`src/rtl/wnb_pkg.sv`:
```
// Package: shared sizing and the fixed power-up wiper code for the wiper bank.
package wnb_pkg;
    localparam int ADDR_W   = 4;
    localparam int DATA_W   = 8;
    localparam int CODE_W   = 7;
    localparam logic [CODE_W-1:0] MID_CODE = 7'h40;

    // Control register image from its three live bits.
    function automatic logic [DATA_W-1:0] ctrl_image(input logic vol, input logic run, input logic busy);
        return {vol, run, busy, 5'b0_0000};
    endfunction
endpackage

```
`src/rtl/wnb_ctrl.sv`:
```
// Module: wnb_ctrl
// Holds the copy-select and run bits and the busy counter that emulates the
// self-timed non-volatile write. Assumes wr_ctrl is already qualified by the
// caller (not busy, power good).
module wnb_ctrl #(
    parameter int BUSY_CYCLES = 2_500_000
) (
    input  logic       clk,
    input  logic       rst_n,
    input  logic       pwr_good,
    input  logic       wr_ctrl,
    input  logic [7:0] wdata,
    input  logic       start_busy,
    output logic       vol,
    output logic       run,
    output logic       busy
);
    localparam int CW = $clog2(BUSY_CYCLES + 1);
    localparam logic [CW-1:0] BUSY_LD = CW'(BUSY_CYCLES);

    logic [CW-1:0] cnt_q;

    // Control bits: defaults on reset or supply loss, else host writes.
    always_ff @(posedge clk) begin
        if (!rst_n || !pwr_good) begin
            vol <= 1'b0;
            run <= 1'b1;
        end else if (wr_ctrl) begin
            vol <= wdata[7];
            run <= wdata[6];
        end
    end

    // Busy counter: loaded on commit, counts down to idle.
    always_ff @(posedge clk) begin
        if (!rst_n)
            cnt_q <= '0;
        else if (start_busy)
            cnt_q <= BUSY_LD;
        else if (cnt_q != '0)
            cnt_q <= cnt_q - 1'b1;
    end

    assign busy = (cnt_q != '0);

    assert_busy_after_commit_R5: assert property (@(posedge clk) disable iff (!rst_n)
        start_busy |=> busy);
endmodule

```
`src/rtl/wnb_nv_store.sv`:
```
// Module: wnb_nv_store
// Flip-flop model of the non-volatile cells (wiper initial values, then the
// general bytes). Stages the first accepted byte of a frame and commits it on
// frame_end. Assumes nv_wr never coincides with frame_end.
module wnb_nv_store #(
    parameter int NUM_NV = 7,
    parameter int NUM_WPR = 4,
    parameter logic [7:0] IV_INIT = 8'h40
) (
    input  logic                         clk,
    input  logic                         rst_n,
    input  logic                         nv_wr,
    input  logic [$clog2(NUM_NV)-1:0]    idx,
    input  logic [7:0]                   wdata,
    input  logic                         frame_end,
    output logic                         nv_accept,
    output logic                         commit,
    output logic [NUM_NV-1:0][7:0]       nv_q
);
    localparam int IW = $clog2(NUM_NV);

    logic          pend_vld;
    logic [IW-1:0] pend_idx;
    logic [7:0]    pend_data;

    assign nv_accept = nv_wr && !pend_vld;
    assign commit    = frame_end && pend_vld;

    // Staging: keep the first non-volatile byte of the frame, drop at frame end.
    always_ff @(posedge clk) begin
        if (!rst_n || frame_end) begin
            pend_vld  <= 1'b0;
            pend_idx  <= '0;
            pend_data <= '0;
        end else if (nv_accept) begin
            pend_vld  <= 1'b1;
            pend_idx  <= idx;
            pend_data <= wdata;
        end
    end

    for (genvar k = 0; k < NUM_NV; k++) begin : g_cell
        localparam logic [7:0] INIT = (k < NUM_WPR) ? IV_INIT : 8'h00;
        // Cell k: factory value on reset, staged byte on its commit.
        always_ff @(posedge clk) begin
            if (!rst_n)
                nv_q[k] <= INIT;
            else if (commit && pend_idx == IW'(k))
                nv_q[k] <= pend_data;
        end

        assert_commit_at_frame_end_R3: assert property (@(posedge clk) disable iff (!rst_n)
            !$stable(nv_q[k]) |-> $past(frame_end));
    end

    assert_stage_cleared_R4: assert property (@(posedge clk) disable iff (!rst_n)
        frame_end |=> !pend_vld);
endmodule

```
`src/rtl/wnb_wipers.sv`:
```
// Module: wnb_wipers
// The working wiper registers. Forced to mid-scale while supply is not good,
// reloaded from the cells on the first good cycle, else loaded by the bus.
module wnb_wipers #(
    parameter int NUM_WPR = 4
) (
    input  logic                                   clk,
    input  logic                                   rst_n,
    input  logic                                   pwr_good,
    input  logic [NUM_WPR-1:0][wnb_pkg::CODE_W-1:0] iv,
    input  logic [NUM_WPR-1:0]                     load_en,
    input  logic [wnb_pkg::CODE_W-1:0]             load_data,
    output logic [NUM_WPR-1:0][wnb_pkg::CODE_W-1:0] wpr_q
);
    import wnb_pkg::*;

    logic pg_q;
    logic recall;

    // Supply history: marks the first cycle after pwr_good rises.
    always_ff @(posedge clk) begin
        if (!rst_n) pg_q <= 1'b0;
        else        pg_q <= pwr_good;
    end

    assign recall = pwr_good && !pg_q;

    for (genvar w = 0; w < NUM_WPR; w++) begin : g_wpr
        // Wiper w: mid-scale, recall, or bus load, in that priority.
        always_ff @(posedge clk) begin
            if (!rst_n || !pwr_good)
                wpr_q[w] <= MID_CODE;
            else if (recall)
                wpr_q[w] <= iv[w];
            else if (load_en[w])
                wpr_q[w] <= load_data;
        end

        assert_powerup_mid_R7: assert property (@(posedge clk) disable iff (!rst_n)
            !pwr_good |=> (wpr_q[w] == MID_CODE));
    end
endmodule

```
`src/rtl/wiper_nv_bank.sv`:
```
// Module: wiper_nv_bank (top)
// Decodes register-bus accesses into the wiper, cell and control storage,
// steers addresses 0..NUM_WPR-1 by the copy-select bit, and forms the
// shutdown flag. Assumes one access per cycle, never in the frame_end cycle.
module wiper_nv_bank #(
    parameter int NUM_WPR     = 4,
    parameter int NUM_GP      = 3,
    parameter int CTRL_ADDR   = 8,
    parameter int BUSY_CYCLES = 2_500_000
) (
    input  logic                          clk,
    input  logic                          rst_n,
    input  logic                          pwr_good,
    input  logic                          shdn_n,
    input  logic [3:0]                    bus_addr,
    input  logic                          bus_wr,
    input  logic [7:0]                    bus_wdata,
    output logic [7:0]                    bus_rdata,
    input  logic                          frame_end,
    output logic [NUM_WPR*7-1:0]          wiper_code,
    output logic                          shutdown
);
    import wnb_pkg::*;

    localparam int NUM_NV = NUM_WPR + NUM_GP;
    localparam int IW     = $clog2(NUM_NV);
    localparam int WW     = $clog2(NUM_WPR);
    localparam logic [ADDR_W-1:0] WPR_END  = ADDR_W'(NUM_WPR);
    localparam logic [ADDR_W-1:0] NV_END   = ADDR_W'(NUM_NV);
    localparam logic [ADDR_W-1:0] CTRL_A   = ADDR_W'(CTRL_ADDR);

    logic                              vol, run, busy;
    logic                              wr_ok, is_wpr, is_nv, is_ctrl;
    logic                              nv_wr, nv_accept, commit;
    logic [7:0]                        nv_wdata;
    logic [NUM_NV-1:0][7:0]            nv_q;
    logic [NUM_WPR-1:0][CODE_W-1:0]    iv, wpr_q;
    logic [NUM_WPR-1:0]                load_en;
    logic [IW-1:0]                     idx;

    // Address decode and write qualification.
    always_comb begin
        is_wpr   = bus_addr < WPR_END;
        is_nv    = bus_addr < NV_END;
        is_ctrl  = bus_addr == CTRL_A;
        wr_ok    = bus_wr && pwr_good && !busy;
        idx      = bus_addr[IW-1:0];
        nv_wr    = wr_ok && is_nv && !(is_wpr && vol);
        nv_wdata = is_wpr ? {1'b0, bus_wdata[CODE_W-1:0]} : bus_wdata;
    end

    // Working-register load enables: direct when volatile, else on cell accept.
    always_comb begin
        for (int w = 0; w < NUM_WPR; w++) begin
            load_en[w] = is_wpr && bus_addr[WW-1:0] == WW'(w)
                         && ((wr_ok && vol) || nv_accept);
        end
    end

    for (genvar w = 0; w < NUM_WPR; w++) begin : g_iv
        assign iv[w] = nv_q[w][CODE_W-1:0];
    end

    wnb_ctrl #(.BUSY_CYCLES(BUSY_CYCLES)) u_ctrl (
        .clk(clk), .rst_n(rst_n), .pwr_good(pwr_good),
        .wr_ctrl(wr_ok && is_ctrl), .wdata(bus_wdata),
        .start_busy(commit), .vol(vol), .run(run), .busy(busy)
    );

    wnb_nv_store #(.NUM_NV(NUM_NV), .NUM_WPR(NUM_WPR), .IV_INIT({1'b0, MID_CODE})) u_store (
        .clk(clk), .rst_n(rst_n), .nv_wr(nv_wr), .idx(idx), .wdata(nv_wdata),
        .frame_end(frame_end), .nv_accept(nv_accept), .commit(commit), .nv_q(nv_q)
    );

    wnb_wipers #(.NUM_WPR(NUM_WPR)) u_wipers (
        .clk(clk), .rst_n(rst_n), .pwr_good(pwr_good), .iv(iv),
        .load_en(load_en), .load_data(bus_wdata[CODE_W-1:0]), .wpr_q(wpr_q)
    );

    // Read mux: steered wiper copy, general bytes, control image, else zero.
    always_comb begin
        bus_rdata = '0;
        if (is_wpr)
            bus_rdata = vol ? {1'b0, wpr_q[bus_addr[WW-1:0]]} : {1'b0, iv[bus_addr[WW-1:0]]};
        else if (is_nv)
            bus_rdata = nv_q[idx];
        else if (is_ctrl)
            bus_rdata = ctrl_image(vol, run, busy);
    end

    assign wiper_code = wpr_q;
    assign shutdown   = !(run && shdn_n);

    assert_ctrl_locked_R5: assert property (@(posedge clk) disable iff (!rst_n)
        (busy && pwr_good) |=> ($stable(vol) && $stable(run)));

    assert_hole_reads_zero_R9: assert property (@(posedge clk) disable iff (!rst_n)
        (!is_nv && !is_ctrl) |-> (bus_rdata == 8'h00));
endmodule

```
`config.mk`:
```
export PLATFORM = sky130hd
export DESIGN_NAME = wiper_nv_bank
export DESIGN_NICKNAME = d
export VERILOG_FILES = /design/src/rtl/wnb_pkg.sv /design/src/rtl/wnb_ctrl.sv /design/src/rtl/wnb_nv_store.sv /design/src/rtl/wnb_wipers.sv /design/src/rtl/wiper_nv_bank.sv
export SDC_FILE = /design/constraint.sdc
export NUM_CORES = 1
export LEC_CHECK = 0
export ABC_AREA = 1
export ABC_CLOCK_PERIOD_IN_PS = 2100
export BUFFER_PORTS_ARGS = -buffer_cell sky130_fd_sc_hd__buf_4
export CORE_MARGIN = 10
export CORE_UTILIZATION = 59
export CTS_CLUSTER_SIZE = 10
export DETAILED_ROUTE_END_ITERATION = 8
export PLACE_DENSITY = 0.89
export SLEW_MARGIN = 20
export SYNTH_ARGS = -nofsm -noshare
export SYNTH_HDL_FRONTEND = slang
export SYNTH_SLANG_ARGS = --single-unit
```
`constraint.sdc`:
```
create_clock -name clk -period 2.1 [get_ports clk]
set_clock_uncertainty 0.15 [all_clocks]
set_input_delay 0.42 -clock clk [delete_from_list [all_inputs] [get_ports clk]]
set_output_delay 0.42 -clock clk [all_outputs]
set_load 0.02 [all_outputs]
```
# Word level (Yosys, flattened, before mapping)
# Cells that the tools add are included.
# classes
n_addsub	1
n_reduce_logical	45
bitwise	1
n_eq_ne	10
magnitude_cmp	4
n_mux	21
# op_table
op	n
$mux W7	11
$mux W22	2
$mux W8	5
$bmux W7 S2	2
$logic_and A1 B1 Y1	26
$bmux W8 S3	1
$reduce_bool A22 Y1	1
$sub A22 B1 Y22 const B	1
$reduce_bool A2 Y1	5
$eq A3 B3 Y1 const B	3
$lt A4 B3 Y1 const B	2
$logic_not A1 Y1	7
$eq A3 B2 Y1 const B	2
$eq A2 B2 Y1 const B	2
$eq A4 B4 Y1 const B	1
$lt A3 B4 Y1 const B	1
$eq A3 B1 Y1 const B	1
$logic_not A3 Y1	1
$logic_or A1 B1 Y1	3
$lt A2 B3 Y1 const B	1
$eq A2 B1 Y1 const B	1
$logic_not A2 Y1	1
$reduce_or A2 Y1	1
$not A1 Y1	1
# word_totals
reg_bits	121

# Logic depth before layout (Yosys ltp)
# Gate-level depths: netlist of the first run.
# depth
word_depth	10
ltp_mapped	12
mapped_depth_nobuf	11

# Modules after synthesis
# Synthesis of the first run repeated with hierarchy kept, for this count alone.
# unflattened
cells_unflattened	1019
hier_area_um2	6656.4
# by_module_without_submodules
module	cells_per_inst	seq_area_each_um2	n_inst	area_each_um2
wnb_nv_store	371	1361.3	1	2716.4
wnb_wipers	214	580.6	1	1525.2
wnb_ctrl	204	480.5	1	1403.8
wiper_nv_bank	230	0.0	1	1011.0

# Worst setup path before layout of the first run
# No wires, ideal clock.
# synth_path
path_type	input-to-output
startpoint	in bus_addr[0]
endpoint	out bus_rdata[3]
setup_slack_ns	-0.173
t_required_ns	1.530
path_stages	8
t_arrival_ns	1.703
path_cell_list	buf_2 nand2_1 inv_2 clkbuf_1 nand2_1 o2111ai_1 o31ai_1 a21oi_1
# synth_between
elab_chain_len	4
# synth_rtl
element	line	source
start: declaration	wiper_nv_bank.sv:15	input logic [3:0] bus_addr,
$bmux W8 S3 / $bmux W7 S2 (equally long branches)	wiper_nv_bank.sv:86, wiper_nv_bank.sv:84	
$mux W8 (not written as such) / $mux W7 (equally long branches)	wiper_nv_bank.sv:86, wiper_nv_bank.sv:84	
$mux W8 / $mux W7 (equally long branches)	wiper_nv_bank.sv:85, wiper_nv_bank.sv:84	
$mux W8 (*)	wiper_nv_bank.sv:83	if (is_wpr)
end: declaration	wiper_nv_bank.sv:18	output logic [7:0] bus_rdata,
# Every way passes the cells marked *; elsewhere a longest branch is shown, timed or not. The select of a mux whose other input is x is not followed.

# Worst setup path in the final report of the first run
# layout_path
startpoint	reg u_wipers.wpr_q[18] (netlist name)
endpoint	out bus_rdata[4]
# layout_between
elab_chain_len	4
# layout_rtl
element	line	source
start: declaration	wnb_wipers.sv:13	output logic [NUM_WPR-1:0][wnb_pkg::CODE_W-1:0] wpr_q
start signal: indexed assignment	wnb_wipers.sv:34	wpr_q[w] <= iv[w];
start signal: indexed assignment	wnb_wipers.sv:36	wpr_q[w] <= load_data;
$bmux W7 S2	wiper_nv_bank.sv:84	bus_rdata = vol ? {1'b0, wpr_q[bus_addr[WW-1:0]]} : {1'b0, iv[bus_addr[WW-1:0]]};
$mux W7 (not written as such)	wiper_nv_bank.sv:84	
$mux W7	wiper_nv_bank.sv:84	
$mux W8	wiper_nv_bank.sv:83	
# Every way passes these cells. The select of a mux whose other input is x is not followed.

==> key figures, run 1 <==
STA
  • Unrepaired setup endpoints after global routing: yes
  • Final Setup Violations: 50
  • TNS Setup: -5.97 ns
  • Final Hold Fails: 0
  • Min Tclk post-route: ~2.3 ns
  • Final Slew Violations: 0
  • Final worst slack: -0.244 ns
  • Slew margin rel.: between 60% and 70%
  • Hold_ws: 0.00806 ns
  • Worst Tran Pin Value: between 0.5 and 0.6 ns
  • Post-route clock period utilization: 112%
  • Fmax: around 430 MHz

Clocking
  • Clock root cell: clkbuf_8
  • Clock Path Buffers: 2
  • Clk pin slew, worst setup/hold paths: about 0.06 ns
  • CTS tree: yes
  • CTS Buf Count: 17
  • Clock Sinks: 117
  • Htree depth: 4
  • Clk_lat worst skew: 0.54 ns

Drt
  • DRC violations left: 2
  • Remaining antenna violation count: 0
  • First drt pass iteration count: 9
  • WL/cell: between 20 and 25 um
  • Via density: approximately 6.6
  • Initial drt markers: 1647
  • DR vias: between 7000 and 8000
  • Final WL: 26400 um

Worst setup path
  • Worst EP arrival: 1.77 ns
  • CP Class: flop to output pin
  • Flop2flop setup slack: -0.22 ns
  • Startpoint types: flop
  • CP max FO: 3
  • Setup crit end kind: output pin
  • Worst path required time: between 1.5 and 2 ns

Floorplanning
  • I/O Pins: between 50 and 60
  • Site Rows: 35
  • Die height: 119 um
  • Core ar.: 0.00933 mm2
  • Starting Density: 61.4%
  • Die X: 119 um
  • Die Area: 0.0141 mm2

Cells and area
  • Fillers: around 430
  • Final core utilization: 87.2%
  • Ratio of cells with drive above 1 in the final layout: 31.9%
  • P&R area growth vs syn: 42.0%
  • Diode count: 0
  • Fin area: 0.00814 mm2
  • Layout Nets: 1006

Synth
  • Sequential area share after synthesis: 40.9%
  • Top_reg_cell synth: dfxtp_1
  • Synth area leaders: dfxtp_1, nor2_1, nand2_1
  • Mapped Cells: 852
  • Syn avg cell area: 6.73 um2
  • FF+latch count, synth: 117
  • Async S/R FF share, synth: 0%
  • Synthesized area: around 0.0057 mm2
  • Synth warn: 0
  • Cell taking the most area after synthesis: dfxtp_1
  • Synth cell types: 40
  • Post-Syn Nets: 871
  • Post-synth top area share: 40.9%
  • Post-synth EDFFs: 0

GRT
  • Total GRT Usage: 29.1%
  • Grt met1 use: 31.3%
  • Grt ovf: 0
  • GR peak layer: met2
  • Initial antenna violation count: 0
  • Largest net degree at the start of global routing: 41
  • Vias in the first global route: 6467
  • First-pass GRT wire length: 33400 um
  • M2 GR Usage: 49.3%
  • Grt met3 use: under 10%

Min path
  • Hold Crit Class: input pin to flop

Place
  • Dpl hpwl: 14300 um
  • # port buffers: 54
  • Placement Cell Area: between 0.006 and 0.007 mm2
  • GPL Wtd Cong: around 0.99

Run status
  • Violated checks: design-rule violations, negative setup slack
  • Status: finished, violations left

Power and ir drop
  • Max VDD drop: 1.32 mV
  • Total design power: 9010 uW
  • Lkg Pwr: 0.00366 uW
  • Pwr Density: 1110 mW/mm2

Flow run
  • Max_cap viols: 0
[power breakdown]
group / internal (uW) / switching, uW
sequential: 2440 / 277
combinational: 1280 / 1970
clock: 1950 / 1090
total: 5670 / 3340
[path summary, 6_finish.rpt]
path,cells past startpoint,startpoint,endpoint
worst min-delay path,3,bus_wdata[4],u_store.pend_data[4]
worst max register to register,13,u_ctrl.cnt_q[7],u_wipers.wpr_q[23]
worst min register to register,2,u_ctrl.cnt_q[4],u_ctrl.cnt_q[4]
worst max-delay path,5,u_wipers.wpr_q[18],bus_rdata[4]
[flip-flops by register name (all words and copies together), names as in the netlist]
register and count:
u_store.nv_q 52, u_wipers.wpr_q 28, u_ctrl.cnt_q 22, u_store.pend_data 8, u_store.pend_idx 3, u_ctrl.run 1, u_ctrl.vol 1, u_store.pend_vld 1
u_wipers.pg_q 1
[routing by layer]
| metal | up-vias | routed length [um] |
|---|---|---|
| li1 | 3045 | - |
| met1 | 3322 | 8390 |
| met2 | 766 | 11900 |
| met3 | 282 | 3590 |
| met4 | 0 | 2540 |
| met5 | - | 0 |
[placed cells by master (no fill, tap or decap), drive strengths merged, types with 4 or more instances in the layout]
cell         synthesis  final
nand2              176    176
o22ai                5      5
nand3b               9      9
clkinv               3     10
nor2               181    182
dlygate4sd3          0      4
o211ai               4      4
a21oi               65     65
clkinvlp             0      4
bufinv               0      4
o2111ai              4      4
a22oi                5      5
nand4               15     15
nand3               41     41
inv                 86     85
dfxtp              117    117
buf                 14    140
clkbuf              15     18
o21ai               90     90
[critical path: stages, from the launching register on]
cell	delay, ns
dfxtp_1	0.52
nand2_1	0.15
o2111ai_2	0.11
nand2_1	0.10
a21oi_2	0.19
buf_4	0.17
[layout make-up]
type                            instances  area (um2)  share of cell area, %
Multi-Input combinational cell        618        3380                   41.5
Timing Repair Buffer                  144        1240                   15.2
Clock inverter                         14         184                   2.26
Sequential cell                       117        2380                   29.3
Clock buffer                           18         428                   5.26
Tap cell                              129         161                   1.98
Inverter                               89         367                   4.50
[Yosys cell counts (3+ instances only)]
| cell | number |
|---|---|
| nand4_1 | 10 |
| nand3_1 | 41 |
| nor2_4 | 4 |
| xnor2_1 | 3 |
| nor2_2 | 5 |
| o211ai_1 | 4 |
| inv_1 | 77 |
| o22ai_1 | 5 |
| or2_2 | 3 |
| nand4_2 | 5 |
| xor2_1 | 3 |
| o21ai_1 | 4 |
| o21ai_0 | 86 |
| nand2_1 | 168 |
| a21oi_1 | 65 |
| dfxtp_1 | 117 |
| nand3b_1 | 9 |
| inv_2 | 9 |
| o2111ai_1 | 4 |
| nand2_2 | 6 |
| clkbuf_1 | 15 |
| a22oi_1 | 5 |
| buf_2 | 11 |
| nor2_1 | 170 |
| nor3_1 | 3 |
| clkinv_1 | 3 |
[stage by stage]
stage / worst slack, ns / instances
final: -0.244 / 1129
after global routing: -0.341 / 1129
after CTS: -0.150 / 1106
after detailed placement: -0.108 / 1059
after global placement: -0.0832 / 1059
after floorplan: -0.00964 / 852
[repair_timing]
action / in CTS / in global routing
cloned: 0 / 1
endpoints found under the setup margin: 10 / 47
setup buffers: 13 / 22
pin swaps: 32 / 42
hold buffers: 3 / 1
endpoints found under the hold margin: 3 / 1
resized for setup: 69 / 115
[logic make-up after synthesis]
group | share of synthesized area, %
adders and majority gates | 0.218
AOI/OAI and AO/OA | 17.0
xor gates and xnor gates | 0.917
and+or+nand+nor | 32.9
buffers and inverters | 8.17
DFF | 40.9
Note: power is estimated with default switching activity, not from simulation.
==> run 2, diff against run 1 <==
--- a/config.mk
+++ b/config.mk
@@ -7,7 +7,7 @@
 export LEC_CHECK = 0
 export ABC_AREA = 1
 export ABC_CLOCK_PERIOD_IN_PS = 2100
-export BUFFER_PORTS_ARGS = -buffer_cell sky130_fd_sc_hd__buf_4
+export BUFFER_PORTS_ARGS = -buffer_cell sky130_fd_sc_hd__buf_2
 export CORE_MARGIN = 10
 export CORE_UTILIZATION = 59
 export CTS_CLUSTER_SIZE = 10
==> run 2 against run 1 <==
The flow still finishes with violations (design-rule violations, negative setup slack). Register-to-register slack improved by 0.11 ns. Clock-buffer cell count did not move. Worst setup slack got worse by 0.075 ns. Final area is 4.5% lower. First-iteration DRC count shrank 8.7%. Highest routed layer unchanged. Combinational power is 8.3% lower. Total power down 3.7%. Worst hold slack improved by 0.011 ns. Die area stayed put.
==> key figures, run 2 (synthesized netlist as in run 1, its figures left out) <==
Worst setup path
  • CP max FO: 3 (unchanged)
  • Flop2flop setup slack: -0.11 ns (+0.11 ns)
  • WP buf/inv: 2 (+1)
  • Startpoint types: flop
  • Critical Path Stages: 7 (+2)
  • CP max stage cell: dfxtp_1
  • Setup crit end kind: output pin
  • Worst path top cell family by delay: compound AO/OA/AOI/OAI gates
  • Crit-path cells: inv_1 > o22ai_2 > a21oi_2 > o211ai_1 > nand2_1 > a21oi_4 > buf_6
  • Critical Path Max Stage Delay: 0.35 ns (-0.17 ns)
  • Worst EP arrival: 1.85 ns (+0.08 ns)
  • CP Class: flop to output pin
  • Worst path required time: 1.53 ns (about the same)
  • Worst R2R Path Depth: 14 (+1)

Cells and area
  • Top flop regs: u_store.nv_q x52, u_wipers.wpr_q x28, u_ctrl.cnt_q x22
  • Diode count: 0 (unchanged)
  • Most frequent cells in the layout: nand2_1, nor2_1, dfxtp_1
  • Layout Nets: 999 (-0.70%)
  • Fin area: 0.00777 mm2 (-4.5%)
  • Ratio of cells with drive above 1 in the final layout: 28.9% (-3.0 points)
  • Largest Register: u_store.nv_q
  • Most common cell after layout, fill and taps aside: nand2_1
  • Register Area: 0.00237 mm2 (-0.63%)
  • Fillers: 529 (+23%)
  • Final Non-Filler Cells: 1122 (-0.62%)
  • Area of the multi-input gates: 0.00325 mm2 (-3.7%)
  • P&R area growth vs syn: 35.6%
  • Largest register FFs: 52 (unchanged)

STA
  • Post-route clock period utilization: 115% (+3.6 points)
  • Final worst slack: -0.318 ns (-0.0746 ns)
  • Slew margin rel.: 64.8% (+3.3 points)
  • Final Setup Violations: 34 (-32%)
  • Min Tclk post-route: 2.42 ns (+0.0746 ns)
  • Worst Tran Pin Value: 0.526 ns (-0.0497 ns)
  • Final Hold Fails: 0 (unchanged)
  • Fmax: 414 MHz (-3.1%)
  • Final Slew Violations: 0 (unchanged)
  • Unrepaired setup endpoints after global routing: yes

Power and ir drop
  • Pwr Density: 1120 mW/mm2 (+0.83%)
  • Max VDD drop: 1.22 mV (-8.1%)
  • Lkg Pwr: 0.00357 uW (-2.5%)
  • Total design power: 8670 uW (-3.7%)

Place
  • GPL Wtd Cong: 0.972 (-2.3%)
  • Setup WS pre-CTS: -0.182 ns (-0.0740 ns)
  • Dpl cells: 1063 (+0.38%)
  • # port buffers: 54 (unchanged)
  • Placement Cell Area: 0.00649 mm2 (-1.8%)
  • Dpl hpwl: 14200 um (-0.62%)

Floorplanning
  • I/O Pins: 55 (unchanged)
  • Core ar.: 0.00933 mm2 (unchanged)
  • Die X: 119 um (unchanged)
  • Die height: 119 um (unchanged)
  • Site Rows: 35 (unchanged)
  • Starting Density: 61.4% (unchanged)
  • Die Area: 0.0141 mm2 (unchanged)

Clocking
  • CTS Buf Count: 17 (unchanged)
  • Clk pin slew, worst setup/hold paths: 0.06 ns (about the same)
  • Clk_lat worst skew: 0.54 ns (about the same)
  • Clock Sinks: 117 (unchanged)
  • Htree depth: 4 (unchanged)
  • Clock root cell: clkbuf_8
  • Clock Path Buffers: 2 (unchanged)
  • CTS tree: yes

GRT
  • Initial antenna violation count: 0 (unchanged)
  • First-pass GRT wire length: 33000 um (-1.1%)
  • Grt ovf: 0 (unchanged)
  • Total GRT Usage: 28.8% (-0.34 points)
  • Vias in the first global route: 6318 (-2.3%)
  • Largest net degree at the start of global routing: 37 (-9.8%)

Drt
  • Initial drt markers: 1504 (-8.7%)
  • WL/cell: 20.7 um (-12%)
  • DR vias: 6993 (-5.7%)
  • Remaining antenna violation count: 0 (unchanged)
  • Final WL: 23200 um (-12%)
  • Via density: 6.23 (-5.1%)
  • DRC violations left: 29 (+27)
  • First drt pass iteration count: 9 (unchanged)

Min path
  • Hold Crit Class: input pin to flop
  • Min-Delay Path Depth: 3 (unchanged)

Run status
  • Status: finished, violations left
  • Violated checks: design-rule violations, negative setup slack

Flow run
  • Max_cap viols: 0 (unchanged)
## run 2: cell types whose count changed in the layout (fill, tap and decap cells not counted), sizes merged
cell | previous run | this run
bufinv | 4 | 3
inv | 85 | 89
nor2 | 182 | 181
clkinvlp | 4 | 5
buf | 140 | 135
clkbuf | 18 | 19
dlygate4sd3 | 4 | 1
clkinv | 10 | 7
## run 2: final timing paths
path,startpoint,endpoint
hold reg to reg,u_store.nv_q[38],u_store.nv_q[38]
setup reg to reg,u_ctrl.cnt_q[0],u_wipers.wpr_q[0]
setup / recovery,u_store.nv_q[0],bus_rdata[0]
hold / removal,bus_wdata[1],u_store.pend_data[1]
## run 2: cell type report
class	count	share of cell area (%)
multi-input cells	617	41.9
clock inverters	14	2.24
repair inverters	1	0.0966
flip-flops and latches	117	30.5
well taps	129	2.08
inverters	89	4.59
repair buffers	137	13.1
clock buffers	18	5.51
## run 2: what timing repair did
action / CTS / global route
hold buffers: 1 / 0
gates cloned: 1 / 0
endpoints found under the hold margin: 1 / 0
endpoints found under the setup margin: 10 / 30
resized for setup: 82 / 61
setup buffers: 8 / 18
pin swaps: 30 / 32
## run 2: tightest hold or removal path: cells and delay by family
family,cells,cell delay [ns]
AO/OA/AOI/OAI,1,0.06
buffers and inverters,1,0.12
AND/OR/NAND/NOR,1,0.07
## run 2: stage by stage
stage,util [%],hold WS [ns],setup TNS [ns]
6_report,83.3,0.0192,-2.55
5_1_grt,83.3,0.0323,-6.22
4_1_cts,79.2,0.0126,-0.834
3_5_place_dp,69.6,0.323,-1.33
3_3_place_gp,69.6,0.310,-1.54
2_1_floorplan,-,0.281,-0.00964
## run 2: metal layers
metal  part of all wire [%]  global-route usage, %
met5                      0                      0
met2                     44                   45.8
met3                     13                   7.28
met4                    9.3                   19.7
met1                     34                   33.4
## run 2: power by group
group / internal [uW] / switching [uW]
logic: 1250 / 1720
registers: 2440 / 243
clock network: 1850 / 1150
total: 5550 / 3120
==> run 3, diff against run 2 <==
--- a/config.mk
+++ b/config.mk
@@ -7,12 +7,12 @@
 export LEC_CHECK = 0
 export ABC_AREA = 1
 export ABC_CLOCK_PERIOD_IN_PS = 2100
-export BUFFER_PORTS_ARGS = -buffer_cell sky130_fd_sc_hd__buf_2
+export BUFFER_PORTS_ARGS = -buffer_cell sky130_fd_sc_hd__buf_4
 export CORE_MARGIN = 10
 export CORE_UTILIZATION = 59
 export CTS_CLUSTER_SIZE = 10
 export DETAILED_ROUTE_END_ITERATION = 8
-export PLACE_DENSITY = 0.89
+export PLACE_DENSITY = 0.83
 export SLEW_MARGIN = 20
 export SYNTH_ARGS = -nofsm -noshare
 export SYNTH_HDL_FRONTEND = slang
==> run 3 against run 2 <==
The run still ends with design-rule violations, negative setup slack left. Sequential share of layout area decreased by 0.26 points. Combinational power increased by 11%. Clock-buffer cell count decreased by 1. Final area increased by 1.4%. Wire length decreased by 2.4%. Largest cell class unchanged.
==> key figures, run 3 (synthesized netlist as in run 1, its figures left out) <==
Run status
  • Status: finished, violations left
  • Violated checks: design-rule violations, negative setup slack

Flow run
  • Max_cap viols: 0 (unchanged)

Drt
  • First drt pass iteration count: 9 (unchanged)
  • Via density: 6.08 (-2.4%)
  • Remaining antenna violation count: 0 (unchanged)
  • DRC violations left: 1 (-97%)
  • WL/cell: 20.1 um (-2.6%)
  • DR vias: 6841 (-2.2%)
  • Met2 wire len: 10200 um (-1.1%)
  • DR top layer: met4
  • M1 wire length: 8540 um (+9.3%)
  • Final WL: 22600 um (-2.4%)
  • Initial drt markers: 924 (-39%)
  • DR WL met3: 2770 um (-5.2%)

Cells and area
  • Largest Register: u_store.nv_q
  • P&R area growth vs syn: 37.5%
  • Largest register FFs: 52 (unchanged)
  • Final Non-Filler Cells: 1125 (+0.27%)
  • Most frequent cells in the layout: nor2_1, nand2_1, buf_4
  • Register Area: 0.00238 mm2 (+0.58%)
  • Ratio of cells with drive above 1 in the final layout: 30.3% (+1.4 points)
  • Area of the multi-input gates: 0.00326 mm2 (+0.23%)
  • Fillers: 568 (+7.4%)
  • Diode count: 0 (unchanged)
  • Top flop regs: u_store.nv_q x52, u_wipers.wpr_q x28, u_ctrl.cnt_q x22
  • Layout Nets: 1002 (+0.30%)

Worst setup path
  • Startpoint types: flop
  • Worst EP arrival: 1.71 ns (-0.14 ns)
  • CP max FO: 6 (+3)
  • Flop2flop setup slack: -0.04 ns (+0.07 ns)
  • CP Class: flop to output pin
  • Crit path top cell by count: buf_6
  • CP max stage cell: dfxtp_2
  • Crit-path cells: inv_4 > buf_6 > buf_6 > o211ai_1 > nand2_1 > a21oi_4 > buf_6
  • Worst path required time: 1.53 ns (about the same)
  • Setup crit end kind: output pin
  • Worst R2R Path Depth: 12 (-2)
  • Critical Path Max Stage Delay: 0.36 ns (about the same)

Min path
  • Hold Crit Class: input pin to flop
  • Min-Delay Path Depth: 3 (unchanged)

STA
  • Final Setup Violations: 10 (-71%)
  • Fmax: 438 MHz (+6.0%)
  • Post-route clock period utilization: 109% (-6.6 points)
  • TNS Setup: -1.01 ns (+1.53 ns)
  • Worst Tran Pin Value: 0.685 ns (+0.159 ns)
  • Final worst slack: -0.181 ns (+0.138 ns)
  • Final Hold Fails: 0 (unchanged)
  • Slew margin rel.: 54.3% (-11 points)
  • Min Tclk post-route: 2.28 ns (-0.138 ns)
  • Unrepaired setup endpoints after global routing: yes
  • Final Slew Violations: 0 (unchanged)

Place
  • Dpl hpwl: 15100 um (+6.2%)
  • Dpl cells: 1054 (-0.85%)
  • GPL Wtd Cong: 1.06 (+9.6%)
  • # port buffers: 54 (unchanged)

GRT
  • Initial antenna violation count: 0 (unchanged)
  • Largest net degree at the start of global routing: 53 (+43%)
  • Vias in the first global route: 6203 (-1.8%)
  • Grt ovf: 0 (unchanged)
  • First-pass GRT wire length: 33800 um (+2.3%)
  • Total GRT Usage: 29.8% (+1.0 points)

Floorplanning
  • Die Area: 0.0141 mm2 (unchanged)
  • I/O Pins: 55 (unchanged)
  • Starting Density: 61.4% (unchanged)
  • Site Rows: 35 (unchanged)
  • Die X: 119 um (unchanged)
  • Core ar.: 0.00933 mm2 (unchanged)
  • Die height: 119 um (unchanged)

Clocking
  • CTS tree: yes
  • Htree depth: 4 (unchanged)
  • Clock Path Buffers: 2 (unchanged)
  • Clk_lat worst skew: 0.54 ns (about the same)
  • # hold bufs at CTS: 0 (-1)
  • Clock root cell: clkbuf_8
  • Clk pin slew, worst setup/hold paths: 0.06 ns (about the same)
  • Clock Sinks: 117 (unchanged)
  • CTS Buf Count: 17 (unchanged)

Power and ir drop
  • Max VDD drop: 1.31 mV (+7.3%)
  • Pwr Density: 1150 mW/mm2 (+2.8%)
  • Lkg Pwr: 0.00361 uW (+1.1%)
==> run 3: path summary, 6_finish.rpt <==
check | start | end
max | u_ctrl.vol | bus_rdata[0]
min | bus_wdata[0] | u_store.pend_data[0]
max reg2reg | u_ctrl.cnt_q[5] | u_wipers.wpr_q[21]
min reg2reg | u_store.nv_q[4] | u_store.nv_q[4]
==> run 3: routing by layer <==
layer  GRT usage (%)  up-vias
met3            6.28      107
li1                -     3041
met1            38.2     3149
met5               0        -
met2            47.1      544
met4            13.4        0
==> run 3: metrics by stage <==
stage | hold slack [ns] | total power (uW) | setup WS, ns | utilization, % | cell area, um2
after floorplan | 0.281 | 4270 | -0.00964 | - | 5770
after global placement | 0.316 | 4850 | -0.125 | 70.5 | 6570
after detailed placement | 0.319 | 4930 | -0.153 | 70.5 | 6570
after CTS | 0.00810 | 8450 | -0.165 | 80.8 | 7530
after global routing | 0.00447 | 9360 | -0.208 | 84.5 | 7880
final | 0.00120 | 9040 | -0.181 | 84.5 | 7880
==> run 3: layout make-up <==
class                           count  share of cell area [%]
Tap cell                          129                    2.05
Timing Repair inverter              1                  0.0635
Timing Repair Buffer              139                    14.3
Inverter                           89                    4.33
Clock inverter                     15                    2.45
Sequential cell                   117                    30.2
Clock buffer                       17                    5.26
Multi-Input combinational cell    618                    41.4
==> run 3: worst max-delay path, delay by kind of cell (launching register included) <==
kind	cells	cell delay, ns
compound gates	2	0.26
flops	1	0.36
buf+inv	4	0.44
simple gates	1	0.11
==> run 3: repair_timing <==
action                                  in CTS  in global routing
cloned                                       0                  2
pin swaps                                   31                 33
resized for setup                           68                 70
endpoints found under the setup margin       8                 27
setup buffers                               23                 17
==> run 3: report_power, final <==
part	internal [uW]	switching [uW]
clock network	1840	1180
logic	1360	1940
registers	2450	265
total	5650	3390
